===== config.mk =====
export PLATFORM = sky130hd
export DESIGN_NAME = adc_seq_top
export DESIGN_NICKNAME = d
export VERILOG_FILES = /design/src/rtl/adc_seq_pkg.sv /design/src/rtl/adc_seq_drdy_sync.sv /design/src/rtl/adc_seq_frame.sv /design/src/rtl/adc_seq_top.sv
export SDC_FILE = /design/constraint.sdc
export NUM_CORES = 1
export LEC_CHECK = 0
export BUFFER_PORTS_ARGS = -buffer_cell sky130_fd_sc_hd__buf_2
export CAP_MARGIN = 0
export CORE_ASPECT_RATIO = 1.75
export CORE_MARGIN = 2
export CORE_UTILIZATION = 33
export CTS_CLUSTER_DIAMETER = 100
export CTS_CLUSTER_SIZE = 16
export DETAILED_ROUTE_END_ITERATION = 8
export GPL_TIMING_DRIVEN = 0
export PLACE_DENSITY = 0.52
export SETUP_SLACK_MARGIN = 0.5
export SYNTH_ARGS = -nofsm -noshare
export SYNTH_HDL_FRONTEND = slang
export SYNTH_SLANG_ARGS = --single-unit
export TNS_END_PERCENT = 1

===== constraint.sdc =====
create_clock -name clk -period 2.35 [get_ports clk]
set_clock_uncertainty 0.1 [all_clocks]
set_input_delay 0 -clock clk [delete_from_list [all_inputs] [get_ports clk]]
set_output_delay 0 -clock clk [all_outputs]
set_load 0.1 [all_outputs]

===== src/rtl/adc_seq_pkg.sv =====
package adc_seq_pkg;
  typedef enum logic [2:0] {
    ST_IDLE,
    ST_CFG,
    ST_POLL,
    ST_RDCMD,
    ST_RDDAT
  } seq_state_t;

  typedef enum logic [2:0] {
    F_IDLE,
    F_LEAD,
    F_LOW,
    F_HIGH,
    F_TAIL,
    F_GAP1,
    F_GAP2
  } frame_state_t;

  localparam int CFG_WORDS = 4;
  localparam int WORD_W    = 16;
endpackage


===== src/rtl/adc_seq_drdy_sync.sv =====
module adc_seq_drdy_sync (
  input  logic clk,
  input  logic rst,
  input  logic drdy_n_in,
  output logic drdy_n_sync
);
  logic [1:0] stages;

  always_ff @(posedge clk) begin
    if (rst) stages <= 2'b11;
    else     stages <= {stages[0], drdy_n_in};
  end

  assign drdy_n_sync = stages[1];

  // synchronized ready may only fall after the raw line was low two cycles back
  a_r7_sync_latency: assert property (@(posedge clk) disable iff (rst)
    $fell(drdy_n_sync) |-> $past(!drdy_n_in, 2));
endmodule


===== src/rtl/adc_seq_frame.sv =====
module adc_seq_frame
  import adc_seq_pkg::*;
#(
  parameter int HALF_DIV = 42
) (
  input  logic                clk,
  input  logic                rst,
  input  logic                go,
  input  logic                long_frame,
  input  logic [WORD_W-1:0]   tx_word,
  input  logic                miso,
  output logic                sclk,
  output logic                cs_n,
  output logic                mosi,
  output logic [WORD_W-1:0]   rx_word,
  output logic                frame_done
);
  localparam int HW = $clog2(HALF_DIV + 1);
  localparam logic [HW-1:0] HALF_LAST = HW'(HALF_DIV - 1);

  frame_state_t      st;
  logic [HW-1:0]     hcnt;
  logic [4:0]        bitn;
  logic [4:0]        last_idx;
  logic [WORD_W-1:0] sh;
  logic              tick;

  assign tick = (hcnt == HALF_LAST);

  always_ff @(posedge clk) begin
    if (rst) begin
      st         <= F_IDLE;
      hcnt       <= '0;
      bitn       <= '0;
      last_idx   <= 5'd7;
      sh         <= '1;
      sclk       <= 1'b1;
      cs_n       <= 1'b1;
      mosi       <= 1'b1;
      rx_word    <= '0;
      frame_done <= 1'b0;
    end else begin
      frame_done <= 1'b0;
      if (st == F_IDLE || tick) hcnt <= '0;
      else                      hcnt <= hcnt + 1'b1;

      case (st)
        F_IDLE: if (go) begin
          st       <= F_LEAD;
          cs_n     <= 1'b0;
          sh       <= tx_word;
          bitn     <= '0;
          last_idx <= long_frame ? 5'd15 : 5'd7;
        end
        F_LEAD, F_HIGH: if (tick) begin
          sclk <= 1'b0;
          mosi <= sh[WORD_W-1];
          sh   <= {sh[WORD_W-2:0], 1'b1};
          st   <= F_LOW;
        end
        F_LOW: if (tick) begin
          sclk    <= 1'b1;
          rx_word <= {rx_word[WORD_W-2:0], miso};
          bitn    <= bitn + 1'b1;
          st      <= (bitn == last_idx) ? F_TAIL : F_HIGH;
        end
        F_TAIL: if (tick) begin
          cs_n <= 1'b1;
          mosi <= 1'b1;
          st   <= F_GAP1;
        end
        F_GAP1: if (tick) st <= F_GAP2;
        F_GAP2: if (tick) begin
          st         <= F_IDLE;
          frame_done <= 1'b1;
        end
        default: st <= F_IDLE;
      endcase
    end
  end

  // serial clock low only inside a frame
  a_r4_sclk_idle_high: assert property (@(posedge clk) disable iff (rst)
    !sclk |-> !cs_n);
  // data never moves on a rising edge
  a_r3_mosi_stable_rise: assert property (@(posedge clk) disable iff (rst)
    $rose(sclk) |-> $stable(mosi));
  // a new frame is requested only after the previous gap has ended
  a_r6_go_when_idle: assert property (@(posedge clk) disable iff (rst)
    go |-> st == F_IDLE);
endmodule


===== src/rtl/adc_seq_top.sv =====
module adc_seq_top
  import adc_seq_pkg::*;
#(
  parameter int          CLK_HZ      = 250_000_000,
  parameter int          HALF_DIV    = 42,
  parameter int          NUM_SAMPLES = 1000,
  parameter logic [7:0]  COMM_CLK    = 8'h20,
  parameter logic [7:0]  CLK_BYTE    = 8'h0C,
  parameter logic [7:0]  COMM_SETUP  = 8'h10,
  parameter logic [7:0]  SETUP_BYTE  = 8'h40,
  parameter logic [7:0]  COMM_READ   = 8'h38
) (
  input  logic        clk,
  input  logic        rst,
  input  logic        start,
  output logic        done,
  output logic        sclk,
  output logic        mosi,
  input  logic        miso,
  output logic        cs_n,
  input  logic        drdy_n,
  output logic [15:0] sample_data,
  output logic        sample_valid
);
  localparam int CW = $clog2(NUM_SAMPLES + 1);
  localparam logic [CW-1:0] CNT_LAST = CW'(NUM_SAMPLES - 1);
  localparam int MAX_SCLK_HZ = 3_000_000;

  initial begin
    if (HALF_DIV < 1 || NUM_SAMPLES < 1)
      $error("adc_seq_top: HALF_DIV and NUM_SAMPLES must be positive");
    if (CLK_HZ / (2 * HALF_DIV) > MAX_SCLK_HZ)
      $error("adc_seq_top: serial clock above 3 MHz, raise HALF_DIV");
  end

  seq_state_t        state;
  logic [1:0]        cfg_idx;
  logic [CW-1:0]     cnt;
  logic              wait_f;
  logic              go;
  logic              long_frame;
  logic [WORD_W-1:0] tx_word;
  logic [WORD_W-1:0] rx_word;
  logic              frame_done;
  logic              drdy_s;
  logic [7:0]        cfg_byte;

  always_comb begin
    case (cfg_idx)
      2'd0:    cfg_byte = COMM_CLK;
      2'd1:    cfg_byte = CLK_BYTE;
      2'd2:    cfg_byte = COMM_SETUP;
      default: cfg_byte = SETUP_BYTE;
    endcase
  end

  adc_seq_drdy_sync u_sync (
    .clk         (clk),
    .rst         (rst),
    .drdy_n_in   (drdy_n),
    .drdy_n_sync (drdy_s)
  );

  adc_seq_frame #(.HALF_DIV(HALF_DIV)) u_frame (
    .clk        (clk),
    .rst        (rst),
    .go         (go),
    .long_frame (long_frame),
    .tx_word    (tx_word),
    .miso       (miso),
    .sclk       (sclk),
    .cs_n       (cs_n),
    .mosi       (mosi),
    .rx_word    (rx_word),
    .frame_done (frame_done)
  );

  always_ff @(posedge clk) begin
    if (rst) begin
      state        <= ST_IDLE;
      cfg_idx      <= '0;
      cnt          <= '0;
      wait_f       <= 1'b0;
      go           <= 1'b0;
      long_frame   <= 1'b0;
      tx_word      <= '1;
      sample_data  <= '0;
      sample_valid <= 1'b0;
      done         <= 1'b0;
    end else begin
      go           <= 1'b0;
      sample_valid <= 1'b0;
      done         <= 1'b0;
      case (state)
        ST_IDLE: if (start) begin
          state   <= ST_CFG;
          cfg_idx <= '0;
          cnt     <= '0;
          wait_f  <= 1'b0;
        end
        ST_CFG: begin
          if (!wait_f) begin
            go         <= 1'b1;
            long_frame <= 1'b0;
            tx_word    <= {cfg_byte, 8'hFF};
            wait_f     <= 1'b1;
          end else if (frame_done) begin
            wait_f <= 1'b0;
            if (cfg_idx == 2'(CFG_WORDS - 1)) state <= ST_POLL;
            else cfg_idx <= cfg_idx + 1'b1;
          end
        end
        ST_POLL: if (!drdy_s) state <= ST_RDCMD;
        ST_RDCMD: begin
          if (!wait_f) begin
            go         <= 1'b1;
            long_frame <= 1'b0;
            tx_word    <= {COMM_READ, 8'hFF};
            wait_f     <= 1'b1;
          end else if (frame_done) begin
            wait_f <= 1'b0;
            state  <= ST_RDDAT;
          end
        end
        ST_RDDAT: begin
          if (!wait_f) begin
            go         <= 1'b1;
            long_frame <= 1'b1;
            tx_word    <= '1;
            wait_f     <= 1'b1;
          end else if (frame_done) begin
            wait_f       <= 1'b0;
            sample_data  <= rx_word;
            sample_valid <= 1'b1;
            if (cnt == CNT_LAST) begin
              done  <= 1'b1;
              state <= ST_IDLE;
            end else begin
              cnt   <= cnt + 1'b1;
              state <= ST_POLL;
            end
          end
        end
        default: state <= ST_IDLE;
      endcase
    end
  end

  // result strobe lasts one cycle
  a_r8_valid_pulse: assert property (@(posedge clk) disable iff (rst)
    sample_valid |=> !sample_valid);
  // completion coincides with the final result
  a_r9_done_with_last: assert property (@(posedge clk) disable iff (rst)
    done |-> sample_valid);
  // completion is a single pulse
  a_r9_done_pulse: assert property (@(posedge clk) disable iff (rst)
    done |=> !done);
  // sample counter never passes the programmed count
  a_r9_count_bound: assert property (@(posedge clk) disable iff (rst)
    cnt < CW'(NUM_SAMPLES));
endmodule


==> impl_metrics.tcl, run 1 <==
set metrics [dict create \
    outcome "finished clean" \
    root_buffer "clkbuf_16" \
    stdcell_count 630 \
    route.vias.total 3260 \
    arrival_ns 2.06 \
    netlist_instances 449 \
    hold_slack_ns 0.143 \
    yosysSeqAreaShare_pct 46.0 \
    nets 506 \
    hold_viol 0 \
    worst_pin_slew_ns 0.679 \
    drt_iter0_markers 153 \
    viasPerCell 5.17 \
    met3_usage_pct 3.29 \
    placed_cells 605 \
    synth_flop_cell "dfxtp_1" \
    synth.cells.most_frequent "dfxtp_1, nand2_1, nor2_1" \
    ys_warn_count 0 \
    wl_mm 9.04 \
    met2_usage_pct 28.6 \
    port_buffers 24 \
    ys_types 53 \
    die_area_um2 12400 \
    hp-start "rst" \
    ff_latch_area_um2 1750 \
    synth.net_count 462 \
    synth-edff-count 0 \
    clk_latency_ns 0.34 \
    synth_top_cell_area_share_pct 46.0 \
    antenna_found_initial 0 \
    grt_pass1_wl_mm 15.4 \
    drive_gt1_share_pct 17.3 \
    grt.overflow.total 0 \
    timing.final.crit_share_pct 80.5 \
    required_ns 2.52 \
    yosys.area.top_type "dfxtp_1" \
    cts_tree "yes" \
    fmax_mhz 529 \
    cp-start-kind "flip-flop" \
    fill_cells 1142 \
    grtUsageTotal_pct 15.6 \
    antenna_cells 0 \
    ios 26 \
    drv_slew 0 \
    ys_seq_elements 87 \
    clockBufferDepth 2 \
    finalSetupViolCount 0 \
    die-width_um 84.9 \
    cap_violations 0 \
    cellLeakagePower_nw 1.67 \
    hold_path.class "in2reg" \
    use_met1_pct 16.9 \
    core_area_um2 11200 \
    place_area_um2 4070 \
    gp_congestion 0.776 \
    endpoint_kind "flip-flop" \
    clock-sinks 87 \
    startpoint "u_frame.hcnt[1]" \
    grt_pass1_vias 3196 \
    drc_errors 0 \
    yosys-top-cells-area "dfxtp_1, nand2_1, a21oi_1" \
    critPathKind "reg2reg" \
    synth_most_common_cell "dfxtp_1" \
    rsz0062_at_grt "true" \
    start_util_pct 33.9 \
    setup_tns_ns 0 \
    power.density_nw_per_um2 681 \
    multi_input_comb_area_um2 1890 \
    power.total_mw 3.07 \
    mappedNetlistArea_um2 3780 \
    ir_worst_vdd_mv 0.395 \
    ant_nets 0 \
    dp_hpwl_mm 6.58 \
    grt_max_degree 17 \
    synth_area_per_cell_um2 8.42 \
    die_h_um 146 \
    clk_pin_slew_worst_paths_ns 0.06 \
    grt_most_used_layer "met2" \
    first_pass_iters 4 \
    h-tree-depth 3 \
    path_max_fanout 8 \
    stdcell_area_um2 4510 \
    cts_buffers 9 \
    wl_per_cell_um 14.3 \
    maxSlewHeadroom_pct 54.5 \
    synth-async-reset-ratio_pct 0 \
    layout_min_cycle_time_ns 1.89 \
    r2r-start "u_frame.hcnt[1]" \
    num_rows 51 \
    area_growth_pct 19.3 \
]
==> critical path: stages, from the launching register on <==
cell	delay (ns)
dfxtp_2	0.32
inv_1	0.05
ha_1	0.13
nand4b_1	0.23
buf_4	0.22
o31a_4	0.30
or3_1	0.35
a21oi_1	0.12
==> what timing repair did <==
action	CTS	global route
setup buffers	6	0
endpoints found under the setup margin	69	70
gates resized for setup	25	7
hold buffers	3	0
hold endpoints to repair	3	0
pin swaps	4	1
==> sequential cells by signal, summed over array words and instances (netlist names) <==
name / flops
u_sync.stages: 2
state: 3
cfg_idx: 2
u_frame.last_idx: 1
u_frame.cs_n: 1
sample_data: 16
u_frame.mosi: 1
tx_word: 6
done: 1
u_frame.sh: 8
u_frame.rx_word: 16
long_frame: 1
u_frame.hcnt: 6
u_frame.st: 3
wait_f: 1
go: 1
cnt: 10
sample_valid: 1
u_frame.sclk: 1
u_frame.bitn: 5
u_frame.frame_done: 1
==> per-layer routing <==
metal	vias to the layer above	wire, µm	share of wire [%]
met1	1542	3700	41
li1	1656	-	-
met4	0	148	1.6
met2	51	4900	54
met3	11	286	3.2
met5	-	0	0
==> layout by cell type (no fill, tap or decap), drive strengths merged, types with 3 or more instances in the layout <==
cell | synthesis | layout
dfxtp | 87 | 87
nand2 | 69 | 69
nor2 | 50 | 50
buf | 10 | 40
a21oi | 39 | 39
clkbuf | 20 | 29
o21ai | 24 | 24
mux2i | 17 | 17
inv | 11 | 14
nand3 | 12 | 12
and3 | 11 | 11
nor3 | 8 | 8
ha | 8 | 8
or3 | 7 | 7
nor2b | 5 | 5
a31oi | 5 | 5
a211oi | 5 | 5
o311ai | 4 | 4
or2 | 4 | 4
o211ai | 4 | 4
and2 | 3 | 3
a211o | 3 | 3
xor2 | 3 | 3
nor4 | 3 | 3
or4 | 3 | 3
dlygate4sd3 | 0 | 3
o31ai | 3 | 3
==> logic make-up (layout without fill, tap and decap cells) <==
kind of cell / Yosys count / count (layout) / share of synthesized area (%)
buf+inv: 41 / 90 / 5.09
compound gates: 102 / 102 / 16.8
flops: 87 / 87 / 46.0
xor+xnor: 5 / 5 / 1.16
simple gates: 189 / 189 / 23.8
mux: 17 / 17 / 4.50
fa+ha+maj: 8 / 8 / 2.65
==> per-stage QoR <==
step / utilization, % / worst slack, ns
floorplan: - / 0.505
global placement: 36.4 / -0.0228
detailed placement: 36.4 / -0.0372
CTS: 40.3 / 0.468
global route: 40.4 / 0.342
finish: 40.4 / 0.459
==> area by class of cell <==
cell class                      instances  share of cell area (%)
Multi-Input combinational cell        321                    42.0
Clock inverter                          7                    1.22
Sequential cell                        87                    38.8
Timing Repair Buffer                   33                    4.33
Clock buffer                            9                    4.99
Buffer                                 30                    4.10
Inverter                               11                   0.915
Tap cell                              132                    3.66
==> power breakdown <==
part           switching [mW]  internal [mW]  leakage, nW
sequential             0.0195           1.50        0.706
combinational           0.134         0.0782        0.828
clock                   0.613          0.727        0.133
==> path summary, 6_finish.rpt <==
path / endpoint / slack, ns / cells after the start
max reg2reg: u_frame.bitn[4] / 0.46 / 7
max: u_frame.bitn[4] / 0.46 / 7
min reg2reg: u_frame.hcnt[0] / 0.34 / 1
min: cnt[3] / 0.14 / 2
No activity file was read; power rests on OpenSTA's default activity.
==> run 2: changes to the inputs <==
--- a/config.mk
+++ b/config.mk
@@ -5,6 +5,7 @@
 export SDC_FILE = /design/constraint.sdc
 export NUM_CORES = 1
 export LEC_CHECK = 0
+export ABC_AREA = 1
 export BUFFER_PORTS_ARGS = -buffer_cell sky130_fd_sc_hd__buf_2
 export CAP_MARGIN = 0
 export CORE_ASPECT_RATIO = 1.75
@@ -14,7 +15,7 @@
 export CTS_CLUSTER_SIZE = 16
 export DETAILED_ROUTE_END_ITERATION = 8
 export GPL_TIMING_DRIVEN = 0
-export PLACE_DENSITY = 0.52
+export PLACE_DENSITY = 0.53
 export SETUP_SLACK_MARGIN = 0.5
 export SYNTH_ARGS = -nofsm -noshare
 export SYNTH_HDL_FRONTEND = slang
==> constraint.sdc (replaced) <==
create_clock -name clk -period 1.7 [get_ports clk]
set_clock_uncertainty 0.1 [all_clocks]
set_input_delay 0 -clock clk [delete_from_list [all_inputs] [get_ports clk]]
set_output_delay 0 -clock clk [all_outputs]
set_load 0.1 [all_outputs]
==> impl_metrics.tcl, run 2 <==
set metrics [dict create \
    synth-async-reset-ratio_pct 0 \
    synth_top_family_by_area "simple AND/OR/NAND/NOR gates" \
    final_cell_mix "nand2_1, dfxtp_1, nor2_1, inv_1, o21ai_0" \
    hold_slack_ns -0.0273 \
    port_buffers 24 \
    route.vias.total 3534 \
    netlist_instances 531 \
    synth-edff-count 0 \
    yosys.area.top_type "dfxtp_1" \
    outcome "finished with violations" \
    hold_path.class "in2reg" \
    layout_min_cycle_time_ns 1.48 \
    ys_seq_elements 87 \
    clock-sinks 87 \
    synthSimpleGateAreaFrac_pct 28.6 \
    violations "negative hold slack" \
    min_to "u_sync.stages[0]" \
    grt_pass1_wl_mm 15.3 \
    stdcell_count 731 \
    drc_errors 0 \
    power.density_nw_per_um2 1300 \
    synthAdderAreaFrac_pct 2.60 \
    area_growth_pct 26.6 \
    ir_worst_vdd_mv 0.590 \
    synth_area_per_cell_um2 7.25 \
    ant_nets 0 \
    r2r_end "u_frame.rx_word[15]" \
    die_area_um2 12600 \
    start_util_pct 33.6 \
    die_h_um 147 \
    final_common_cell "nand2_1" \
    viasPerCell 4.83 \
    h-tree-depth 3 \
    synthXorXnorAreaFrac_pct 0.683 \
    num_rows 52 \
    drive_gt1_share_pct 22.1 \
    dp_hpwl_mm 6.39 \
    synth_top_cell_area_share_pct 45.3 \
    hold_viol 3 \
    cp-start-kind "flip-flop" \
    synth_compound_area_share_pct 14.2 \
    gp_congestion 0.801 \
    clk_latency_ns 0.35 \
    rsz0062_at_grt "true" \
    mappedNetlistArea_um2 3850 \
    placed_cells 690 \
    drt_iter0_markers 121 \
    endpoint_kind "flip-flop" \
    finalSetupViolCount 0 \
    cts_tree "yes" \
    root_buffer "clkbuf_16" \
    reg2reg_slack_ns 0.22 \
    grt_pass1_vias 3483 \
    first_pass_iters 4 \
    grt.overflow.total 0 \
    ys_warn_count 0 \
    synth.cells.most_frequent "nand2_1, dfxtp_1, nor2_1" \
    cap_violations 0 \
    hp-start "rst" \
    maxSlewHeadroom_pct 60.7 \
    path_max_fanout 10 \
    yosysSeqAreaShare_pct 45.3 \
    timing.final.crit_share_pct 87.2 \
    worst_pin_slew_ns 0.590 \
    arrival_ns 1.62 \
    grt_max_degree 17 \
    rr_worst_depth 9 \
    synth_mux_area_share_pct 0 \
    synth.net_count 544 \
    synth_flop_cell "dfxtp_1" \
    required_ns 1.83 \
    antenna_cells 0 \
    die-width_um 85.6 \
    wl_mm 8.94 \
    reg_top3 "sample_data x16, u_frame.rx_word x16, cnt x10" \
    ys_types 33 \
    core_area_um2 11500 \
    r2r-start "u_frame.hcnt[1]" \
    setup_tns_ns 0 \
    final_util_pct 42.6 \
    yosys-top-cells-area "dfxtp_1, nand2_1, nor2_1" \
    cts_buffers 9 \
    synth_most_common_cell "nand2_1" \
    fill_cells 1214 \
    drv_slew 0 \
    fmax_mhz 674 \
    clockBufferDepth 2 \
    grtUsageTotal_pct 15.0 \
    cellLeakagePower_nw 2.08 \
    critPathKind "reg2reg" \
    clk_pin_slew_worst_paths_ns 0.07 \
    nets 604 \
    antenna_found_initial 0 \
    hold_depth 2 \
    wl_per_cell_um 12.2 \
    ios 26 \
]
run 2: changes by cell type after synthesis, sizes merged, moves of 7 or more:
cell | before | now
and3 | 11 | 0
clkbuf | 20 | 8
inv | 11 | 63
mux2i | 17 | 0
nand2 | 69 | 110
nand3 | 12 | 37
nor2 | 50 | 80
o21ai | 24 | 49
or3 | 7 | 0
run 2: metrics by stage:
stage | instance area, µm² | total power, mW | worst slack, ns
floorplan | 3870 | 3.54 | 0.179
global placement | 4160 | 3.83 | -0.0355
detailed placement | 4160 | 3.85 | -0.0625
CTS | 4820 | 6.32 | 0.228
global route | 4870 | 6.72 | 0.101
finish | 4870 | 6.32 | 0.217
run 2: worst max path at each step:
stage,start,to,slack [ns],depth (start not counted)
final,u_frame.hcnt[1],u_frame.rx_word[15],0.22,9
after global routing,u_frame.hcnt[1],u_frame.bitn[2],0.10,11
after CTS,state[1],cnt[1],0.23,7
after detailed placement,cnt[0],cnt[8],-0.06,9
after global placement,cnt[0],cnt[1],-0.04,9
after floorplan,u_frame.hcnt[1],u_frame.rx_word[15],0.18,8
run 2: logic make-up after synthesis:
group                      Yosys count
and+or+nand+nor                    249
DFF                                 87
adders and majority gates            8
xor gates and xnor gates             3
AOI/OAI and AO/OA                  104
buffers and inverters               80
run 2: worst max-delay path: stages, from the launching register on:
cell and delay, ns:
dfxtp_2 0.32, inv_2 0.06, ha_4 0.12, nand4_1 0.09
buf_6 0.15, nor2_8 0.18, inv_6 0.07, buf_8 0.14
nor2_1 0.09, nor2_1 0.04
run 2: metal layers:
metal / GRT usage [%] / wire, µm / vias up / share of wire, %
met5: 0 / 0 / - / 0
met1: 15.7 / 3560 / 1618 / 40
li1: - / - / 1832 / -
met3: 3.26 / 314 / 22 / 3.5
met4: 7.70 / 298 / 0 / 3.3
met2: 27.5 / 4770 / 62 / 53
run 2: final cells by class:
| class | instances | area, µm² | share of cell area [%] |
|---|---|---|---|
| inverter | 65 | 255 | 5.24 |
| clock buffer | 9 | 225 | 4.62 |
| buffer | 15 | 98.8 | 2.03 |
| sequential | 87 | 1770 | 36.4 |
| timing repair buffer | 49 | 329 | 6.75 |
| multi-input combinational | 364 | 1920 | 39.4 |
| tap | 135 | 169 | 3.47 |
| clock inverter | 7 | 101 | 2.08 |
run 2: power by group:
group	total, mW	switching [mW]	leakage [nW]	internal, mW
clock network	2.16	0.852	0.158	1.31
registers	2.42	0.164	0.713	2.26
logic	1.74	1.09	1.21	0.658
total	6.32	2.10	2.08	4.22
run 2: timing repair:
action                     4_1_cts  5_1_grt
pin swaps                       16        3
gates cloned                     0        1
hold endpoints to repair         5        1
setup buffers                   18        3
hold buffers                     2        1
resized for setup               51       12
setup endpoints to repair      101      101
